[src/rtl/pmode_pkg.sv]
package pmode_pkg;
   typedef enum logic [2:0] {
      PM_RST   = 3'd0,
      PM_NREQ  = 3'd1,
      PM_NORM  = 3'd2,
      PM_STBY  = 3'd3,
      PM_STOP  = 3'd4,
      PM_SLEEP = 3'd5
   } pm_mode_e;

   localparam int PM_NUM_MODES = 6;
endpackage

[src/rtl/pmode_timer.sv]
module pmode_timer #(
   parameter int TICK_DIV = 4,
   parameter int CNT_W    = 8
) (
   input  logic             clk,
   input  logic             rst_n,
   input  logic             clr,
   output logic [CNT_W-1:0] cnt_o
);
   logic tick;

   if (TICK_DIV < 1) begin : g_bad_div
      $error("pmode_timer: TICK_DIV must be at least 1");
   end
   if (CNT_W < 2) begin : g_bad_w
      $error("pmode_timer: CNT_W must be at least 2");
   end

   if (TICK_DIV == 1) begin : g_nodiv
      assign tick = 1'b1;
   end else begin : g_div
      localparam int PRE_W = $clog2(TICK_DIV);
      logic [PRE_W-1:0] pre_q;
      always_ff @(posedge clk or negedge rst_n) begin
         if (!rst_n)                             pre_q <= '0;
         else if (clr)                           pre_q <= '0;
         else if (pre_q == PRE_W'(TICK_DIV - 1)) pre_q <= '0;
         else                                    pre_q <= pre_q + 1'b1;
      end
      assign tick = (pre_q == PRE_W'(TICK_DIV - 1));
   end

   always_ff @(posedge clk or negedge rst_n) begin
      if (!rst_n)                  cnt_o <= '0;
      else if (clr)                cnt_o <= '0;
      else if (tick && cnt_o != '1) cnt_o <= cnt_o + 1'b1;
   end

   AST_TMR_SATURATES: assert property (@(posedge clk) disable iff (!rst_n)
      (!clr && cnt_o == '1) |=> cnt_o == '1);
endmodule

[src/rtl/pmode_cmd.sv]
module pmode_cmd (
   input  logic clk,
   input  logic rst_n,
   input  logic allow,
   input  logic cs_i,
   input  logic wr_norm,
   input  logic wr_stby,
   input  logic wr_stop,
   input  logic wr_sleep,
   input  logic trig,
   output logic stop_go,
   output logic sleep_go
);
   logic cs_q, stop_pend_q, sleep_arm_q;

   assign stop_go  = allow && stop_pend_q && cs_i && !cs_q;
   assign sleep_go = allow && sleep_arm_q && wr_sleep;

   always_ff @(posedge clk or negedge rst_n) begin
      if (!rst_n) begin
         cs_q        <= 1'b1;
         stop_pend_q <= 1'b0;
         sleep_arm_q <= 1'b0;
      end else begin
         cs_q <= cs_i;
         if (!allow || stop_go)                stop_pend_q <= 1'b0;
         else if (wr_stop)                     stop_pend_q <= 1'b1;
         else if (wr_norm || wr_stby || wr_sleep) stop_pend_q <= 1'b0;

         if (!allow)                           sleep_arm_q <= 1'b0;
         else if (wr_sleep)                    sleep_arm_q <= !sleep_arm_q;
         else if (wr_norm || wr_stby || wr_stop || trig) sleep_arm_q <= 1'b0;
      end
   end

   AST_SLEEP_ARM_CLEARS: assert property (@(posedge clk) disable iff (!rst_n)
      (allow && sleep_arm_q && (wr_norm || wr_stby || wr_stop || trig) && !wr_sleep)
      |=> !sleep_go || !sleep_arm_q);
endmodule

[src/rtl/pmode_ctrl.sv]
module pmode_ctrl
   import pmode_pkg::*;
#(
   parameter int TICK_DIV    = 1000,
   parameter int RESET_TICKS = 34,
   parameter int REQ_TICKS   = 3500,
   parameter int WD_TICKS    = 3500,
   parameter int UV_TICKS    = 1000
) (
   input  logic                    clk,
   input  logic                    rst_n,
   input  logic                    wr_normal_i,
   input  logic                    wr_standby_i,
   input  logic                    wr_stop_i,
   input  logic                    wr_sleep_i,
   input  logic                    cs_i,
   input  logic                    wd_trig_i,
   input  logic                    wd_win_bad_i,
   input  logic                    wake_i,
   input  logic                    uv_i,
   input  logic                    otemp_i,
   input  logic                    sup_ok_i,
   input  logic                    nostop_i,
   input  logic                    batfail_i,
   output logic                    reg_en_o,
   output logic                    rst_out_n_o,
   output logic [PM_NUM_MODES-1:0] mode_oh_o
);
   localparam int MAX_A   = (RESET_TICKS > REQ_TICKS) ? RESET_TICKS : REQ_TICKS;
   localparam int MAX_B   = (WD_TICKS > UV_TICKS) ? WD_TICKS : UV_TICKS;
   localparam int MAX_LIM = (MAX_A > MAX_B) ? MAX_A : MAX_B;
   localparam int CNT_W   = $clog2(MAX_LIM + 1) + 1;

   if (RESET_TICKS < 1 || REQ_TICKS < 1 || WD_TICKS < 1 || UV_TICKS < 1) begin : g_bad_lim
      $error("pmode_ctrl: every duration must be at least one tick");
   end

   pm_mode_e         st_q, st_d;
   logic [CNT_W-1:0] tmr_cnt, uv_cnt, lim;
   logic             tmr_clr, uv_clr, allow, stop_go, sleep_go;
   logic             flags_ok, uv_long, force_sl, expired, wd_fault, watched;

   assign allow    = (st_q == PM_NORM) || (st_q == PM_STBY);
   assign watched  = allow || (st_q == PM_STOP);
   assign flags_ok = !nostop_i && !batfail_i;
   assign uv_long  = uv_cnt >= CNT_W'(UV_TICKS);
   assign force_sl = flags_ok && (otemp_i || (uv_long && sup_ok_i));

   always_comb begin
      case (st_q)
         PM_RST:  lim = CNT_W'(RESET_TICKS);
         PM_NREQ: lim = CNT_W'(REQ_TICKS);
         default: lim = CNT_W'(WD_TICKS);
      endcase
   end
   assign expired  = tmr_cnt >= lim;
   assign wd_fault = expired || (wd_trig_i && wd_win_bad_i);

   always_comb begin
      st_d = st_q;
      case (st_q)
         PM_RST: begin
            if (force_sl)                 st_d = PM_SLEEP;
            else if (!uv_i && expired)    st_d = PM_NREQ;
         end
         PM_NREQ: begin
            if (force_sl)                 st_d = PM_SLEEP;
            else if (uv_i)                st_d = PM_RST;
            else if (expired)             st_d = flags_ok ? PM_SLEEP : PM_RST;
            else if (wd_trig_i)           st_d = PM_NORM;
         end
         PM_NORM, PM_STBY: begin
            if (force_sl)                 st_d = PM_SLEEP;
            else if (uv_i || wd_fault)    st_d = PM_RST;
            else if (sleep_go)            st_d = PM_SLEEP;
            else if (stop_go)             st_d = PM_STOP;
            else if (st_q == PM_STBY && wr_normal_i)  st_d = PM_NORM;
            else if (st_q == PM_NORM && wr_standby_i) st_d = PM_STBY;
         end
         PM_STOP: begin
            if (force_sl)                 st_d = PM_SLEEP;
            else if (uv_i || expired)     st_d = PM_RST;
            else if (wake_i)              st_d = PM_NREQ;
         end
         PM_SLEEP: begin
            if (wake_i)                   st_d = PM_RST;
         end
         default:                         st_d = PM_RST;
      endcase
   end

   assign tmr_clr = (st_d != st_q) || (st_q == PM_RST && uv_i) || (watched && wd_trig_i);
   assign uv_clr  = !uv_i;

   always_ff @(posedge clk or negedge rst_n) begin
      if (!rst_n) st_q <= PM_RST;
      else        st_q <= st_d;
   end

   pmode_timer #(.TICK_DIV(TICK_DIV), .CNT_W(CNT_W)) u_dur_tmr (
      .clk(clk), .rst_n(rst_n), .clr(tmr_clr), .cnt_o(tmr_cnt));

   pmode_timer #(.TICK_DIV(TICK_DIV), .CNT_W(CNT_W)) u_uv_tmr (
      .clk(clk), .rst_n(rst_n), .clr(uv_clr), .cnt_o(uv_cnt));

   pmode_cmd u_cmd (
      .clk(clk), .rst_n(rst_n), .allow(allow), .cs_i(cs_i),
      .wr_norm(wr_normal_i), .wr_stby(wr_standby_i), .wr_stop(wr_stop_i),
      .wr_sleep(wr_sleep_i), .trig(wd_trig_i),
      .stop_go(stop_go), .sleep_go(sleep_go));

   assign reg_en_o    = (st_q != PM_SLEEP);
   assign rst_out_n_o = (st_q != PM_RST);
   assign mode_oh_o   = PM_NUM_MODES'(1) << st_q;

   AST_UV_FORCES_RESET: assert property (@(posedge clk) disable iff (!rst_n)
      (uv_i && !force_sl && (watched || st_q == PM_NREQ)) |=> st_q == PM_RST);
   AST_STOP_ON_CS_RISE: assert property (@(posedge clk) disable iff (!rst_n)
      (st_q == PM_STOP && $past(st_q) != PM_STOP) |-> ($past(cs_i) && !$past(cs_i, 2)));
   AST_TRIG_TO_NORMAL: assert property (@(posedge clk) disable iff (!rst_n)
      (st_q == PM_NREQ && wd_trig_i && !uv_i && !force_sl && !expired) |=> st_q == PM_NORM);
   AST_AUTO_SLEEP_FLAGS: assert property (@(posedge clk) disable iff (!rst_n)
      (st_q == PM_SLEEP && $past(st_q) != PM_SLEEP && $past(st_q) != PM_NORM
       && $past(st_q) != PM_STBY) |-> $past(!nostop_i && !batfail_i));
   AST_WAKE_FROM_SLEEP: assert property (@(posedge clk) disable iff (!rst_n)
      (st_q == PM_SLEEP && wake_i) |=> (st_q == PM_RST && reg_en_o));
endmodule

[config.mk]
export PLATFORM = sky130hd
export DESIGN_NAME = pmode_ctrl
export DESIGN_NICKNAME = d
export VERILOG_FILES = /design/src/rtl/pmode_pkg.sv /design/src/rtl/pmode_timer.sv /design/src/rtl/pmode_cmd.sv /design/src/rtl/pmode_ctrl.sv
export SDC_FILE = /design/constraint.sdc
export NUM_CORES = 1
export LEC_CHECK = 0
export BUFFER_PORTS_ARGS = -buffer_cell sky130_fd_sc_hd__buf_2
export CAP_MARGIN = 10
export CORE_ASPECT_RATIO = 1.1
export CORE_MARGIN = 2
export CORE_UTILIZATION = 50
export CTS_CLUSTER_DIAMETER = 40
export CTS_CLUSTER_SIZE = 12
export DETAILED_ROUTE_END_ITERATION = 16
export GPL_ROUTABILITY_DRIVEN = 0
export PLACE_DENSITY = 0.78
export SLEW_MARGIN = 30
export SYNTH_ARGS = -nofsm -noshare
export SYNTH_HDL_FRONTEND = slang
export SYNTH_SLANG_ARGS = --single-unit
[constraint.sdc]
create_clock -name clk -period 4.3 [get_ports clk]
set_input_delay 0.215 -clock clk [delete_from_list [all_inputs] [get_ports clk]]
set_output_delay 0.215 -clock clk [all_outputs]
set_load 0.02 [all_outputs]
==> impl_metrics.ini <==
[cts]
clk-insertion-delay-late_ns = 0.31
clkTransAtPathRegs_ns = 0.10
cts-htree-levels = 2
max-clock-path-buffers = 2
tritoncts = built
cts-root-buf = clkbuf_8
numCtsBuffers = 5
cts.sinks = 52
ctsResizeCount = 0

[sta]
setup_slack_ns = 0.948
fin_crit_sh_pct = 78.0
slew-limit-headroom_pct = 42.2
clock_skew_ns = 0.0132
tns_ns = 0
setup_viol = 0
layout_min_cycle_time_ns = 3.35
hold_violations = 0
worst_pin_slew_ns = 0.856
slew_violations = 0
max_freq_ghz = 0.298
rsz0062_at_grt = false

[yosys]
synth_edf_count = 0
syn_inst = 345
async_flop_share_pct = 100
synth_cell_type_count = 56
yosysTopAreaCell = dfrtp_1
synthesis.nets = 366
syn-mean-instance-area_um2 = 9.49
synth-seq-area-share_pct = 39.8
synthTopCellsByArea = dfrtp_1 (39%), a211oi_2 (8.0%), xnor2_1 (5.6%)
yosysMostFrequentCell = dfrtp_1
syn_area_um2 = 3270
ys_top_cells_by_count = dfrtp_1 (51), nand2_1 (35), nor2_1 (26)
yosys_warnings = 0
synth.ff_latch_count = 52
netlist.area_leader.share_pct = 39.0
ys.flop_type = dfrtp_1

[final_layout]
register_area_um2 = 1300
multi_input_area_um2 = 1830
fillCellCount = 539
syn_to_final_growth_pct = 7.57
nNetsFinal = 383
diodes = 0
drive_gt1_share_pct = 17.9

[grt]
antenna_found_initial = 0
grt_overflow = 0
grt-busiest-layer = met2
grt_max_degree = 53
grt_pass1_wl_um = 11600
gr-usage-met1_pct = 23.8
use_met2_pct = 37.3
grt_pass1_vias = 2694
grt_use_total_pct = 20.4
gr-usage-met3_pct = 3.47

[worst_setup_path]
path_class = reg -> reg
worst-r2r-setup-slack_ns = 0.95
cp_num_buf_inv = 2
crit_path_max_fanout = 23
crit_family = simple AND/OR/NAND/NOR gates
cp.required_ns = 4.47
worst_path_max_delay_cell = dfrtp_1
cp_cell_sequence = or3_4 > inv_2 > ha_1 > nor2b_1 > nor3b_1 > o22ai_1 > a211oi_2 > mux2_2 > o211ai_2 > buf_4 > a211oi_1
startpoint_type = register
r2r.worst_path.cells = 11
end_kind = register
critical_path.max_stage_delay_ns = 0.54
worstPathArrival_ns = 3.53
reg2reg_from = st_q[0]
rr_endpoint = u_dur_tmr.cnt_o[3]

[floorplan]
core_um2 = 6270
die_x_um = 81.1
die_height_um = 88.9
pin_count = 23
rows = 30
dieArea_um2 = 7210
start_util_pct = 52.2

[route]
wl_per_cell_um = 15.2
drt_iter0_drc = 126
vias = 2605
routed_via_density = 5.88
dr.pass1.iters = 4
wirelength_um = 6750
drc = 0
drtAntennaViolNets = 0

[outcome]
status = finished, final reports clean

[place]
place_ws_ns = 1.00
portBuffers = 22
dpl.hpwl_um = 4590

[run]
drv_cap = 0

[pwr]
power_leakage_nw = 1.50
peakVddDrop_v = 0.000310
pwr_density_cell_nw_per_um2 = 346

[min_path]
hold_path.class = in -> async
==> flip-flops by register name (all words and copies together), names as in the netlist <==
signal / count
u_dur_tmr.cnt_o: 13
u_cmd.sleep_arm_q: 1
u_dur_tmr.g_div.pre_q: 10
u_uv_tmr.cnt_o: 13
u_cmd.stop_pend_q: 1
u_uv_tmr.g_div.pre_q: 10
st_q: 3
u_cmd.cs_q: 1
==> layout make-up <==
| type | count | share of cell area [%] |
|---|---|---|
| clock buffer | 7 | 2.45 |
| clock inverter | 1 | 0.213 |
| inverter | 15 | 1.60 |
| multi-input combinational | 262 | 51.8 |
| sequential | 52 | 37.0 |
| tap | 80 | 2.84 |
| timing repair buffer | 26 | 4.05 |
==> cell usage in the layout, fill, tap and decap left out, types with 6 or more instances in the layout <==
master    instances
nor3_1            6
nor2_1           26
and3_1           10
nand2_1          35
a211oi_2         21
dfrtp_1          51
ha_1              6
and2_1           14
inv_1            14
o21ai_0           8
buf_2            22
xor2_1           15
clkbuf_8          6
nand3_1          17
a21oi_1          12
xnor2_1          21
nand4_1          12
==> what timing repair did <==
action                                 in CTS  in global routing
setup buffers                               0                  0
hold buffers                                1                  0
endpoints found under the hold margin       1                  0
==> per-layer routing <==
| layer | vias to the layer above | part of all wire [%] |
|---|---|---|
| li1 | 1267 | - |
| met1 | 1296 | 45 |
| met2 | 37 | 51 |
| met3 | 5 | 3.2 |
| met4 | 0 | 1.3 |
| met5 | - | 0 |
==> where the power goes <==
part	total [mW]	switching, mW	leakage [nW]	internal, mW
clock	0.291	0.160	0.0445	0.131
combinational	0.387	0.270	0.742	0.117
sequential	0.540	0.0320	0.717	0.508
==> cell families after synthesis <==
group / count (synthesis) / share of synthesized area, %
multiplexers: 2 / 0.650
XOR/XNOR: 36 / 9.63
adder cells (fa/ha/maj): 6 / 2.29
flip-flops: 52 / 39.8
AND/OR/NAND/NOR: 145 / 23.3
AO/OA/AOI/OAI: 73 / 19.9
buffers and inverters: 31 / 4.47
==> stage by stage <==
stage | power, mW | utilization, % | std cells | cell area [µm²] | hold slack (ns)
floorplan | 0.853 | - | 345 | 3270 | -0.0806
global placement | 0.923 | 54.5 | 434 | 3420 | 0.335
detailed placement | 0.931 | 54.5 | 434 | 3420 | 0.336
CTS | 1.23 | 56.2 | 443 | 3520 | 0.0438
global route | 1.28 | 56.2 | 443 | 3520 | 0.0817
finish | 1.22 | 56.2 | 443 | 3520 | 0.0188
==> how the worst max path moves through the flow <==
stage | from | endpoint | slack, ns | cells past startpoint
2_1_floorplan | st_q[2] | u_dur_tmr.cnt_o[0] | 1.33 | 12
3_3_place_gp | st_q[0] | u_dur_tmr.cnt_o[3] | 0.87 | 10
3_5_place_dp | st_q[0] | u_dur_tmr.cnt_o[3] | 1.00 | 11
4_1_cts | st_q[0] | u_dur_tmr.cnt_o[3] | 0.98 | 11
5_1_grt | st_q[0] | u_dur_tmr.g_div.pre_q[8] | 0.80 | 11
6_report | st_q[0] | u_dur_tmr.cnt_o[3] | 0.95 | 11
No activity file was read; power rests on OpenSTA's default activity.
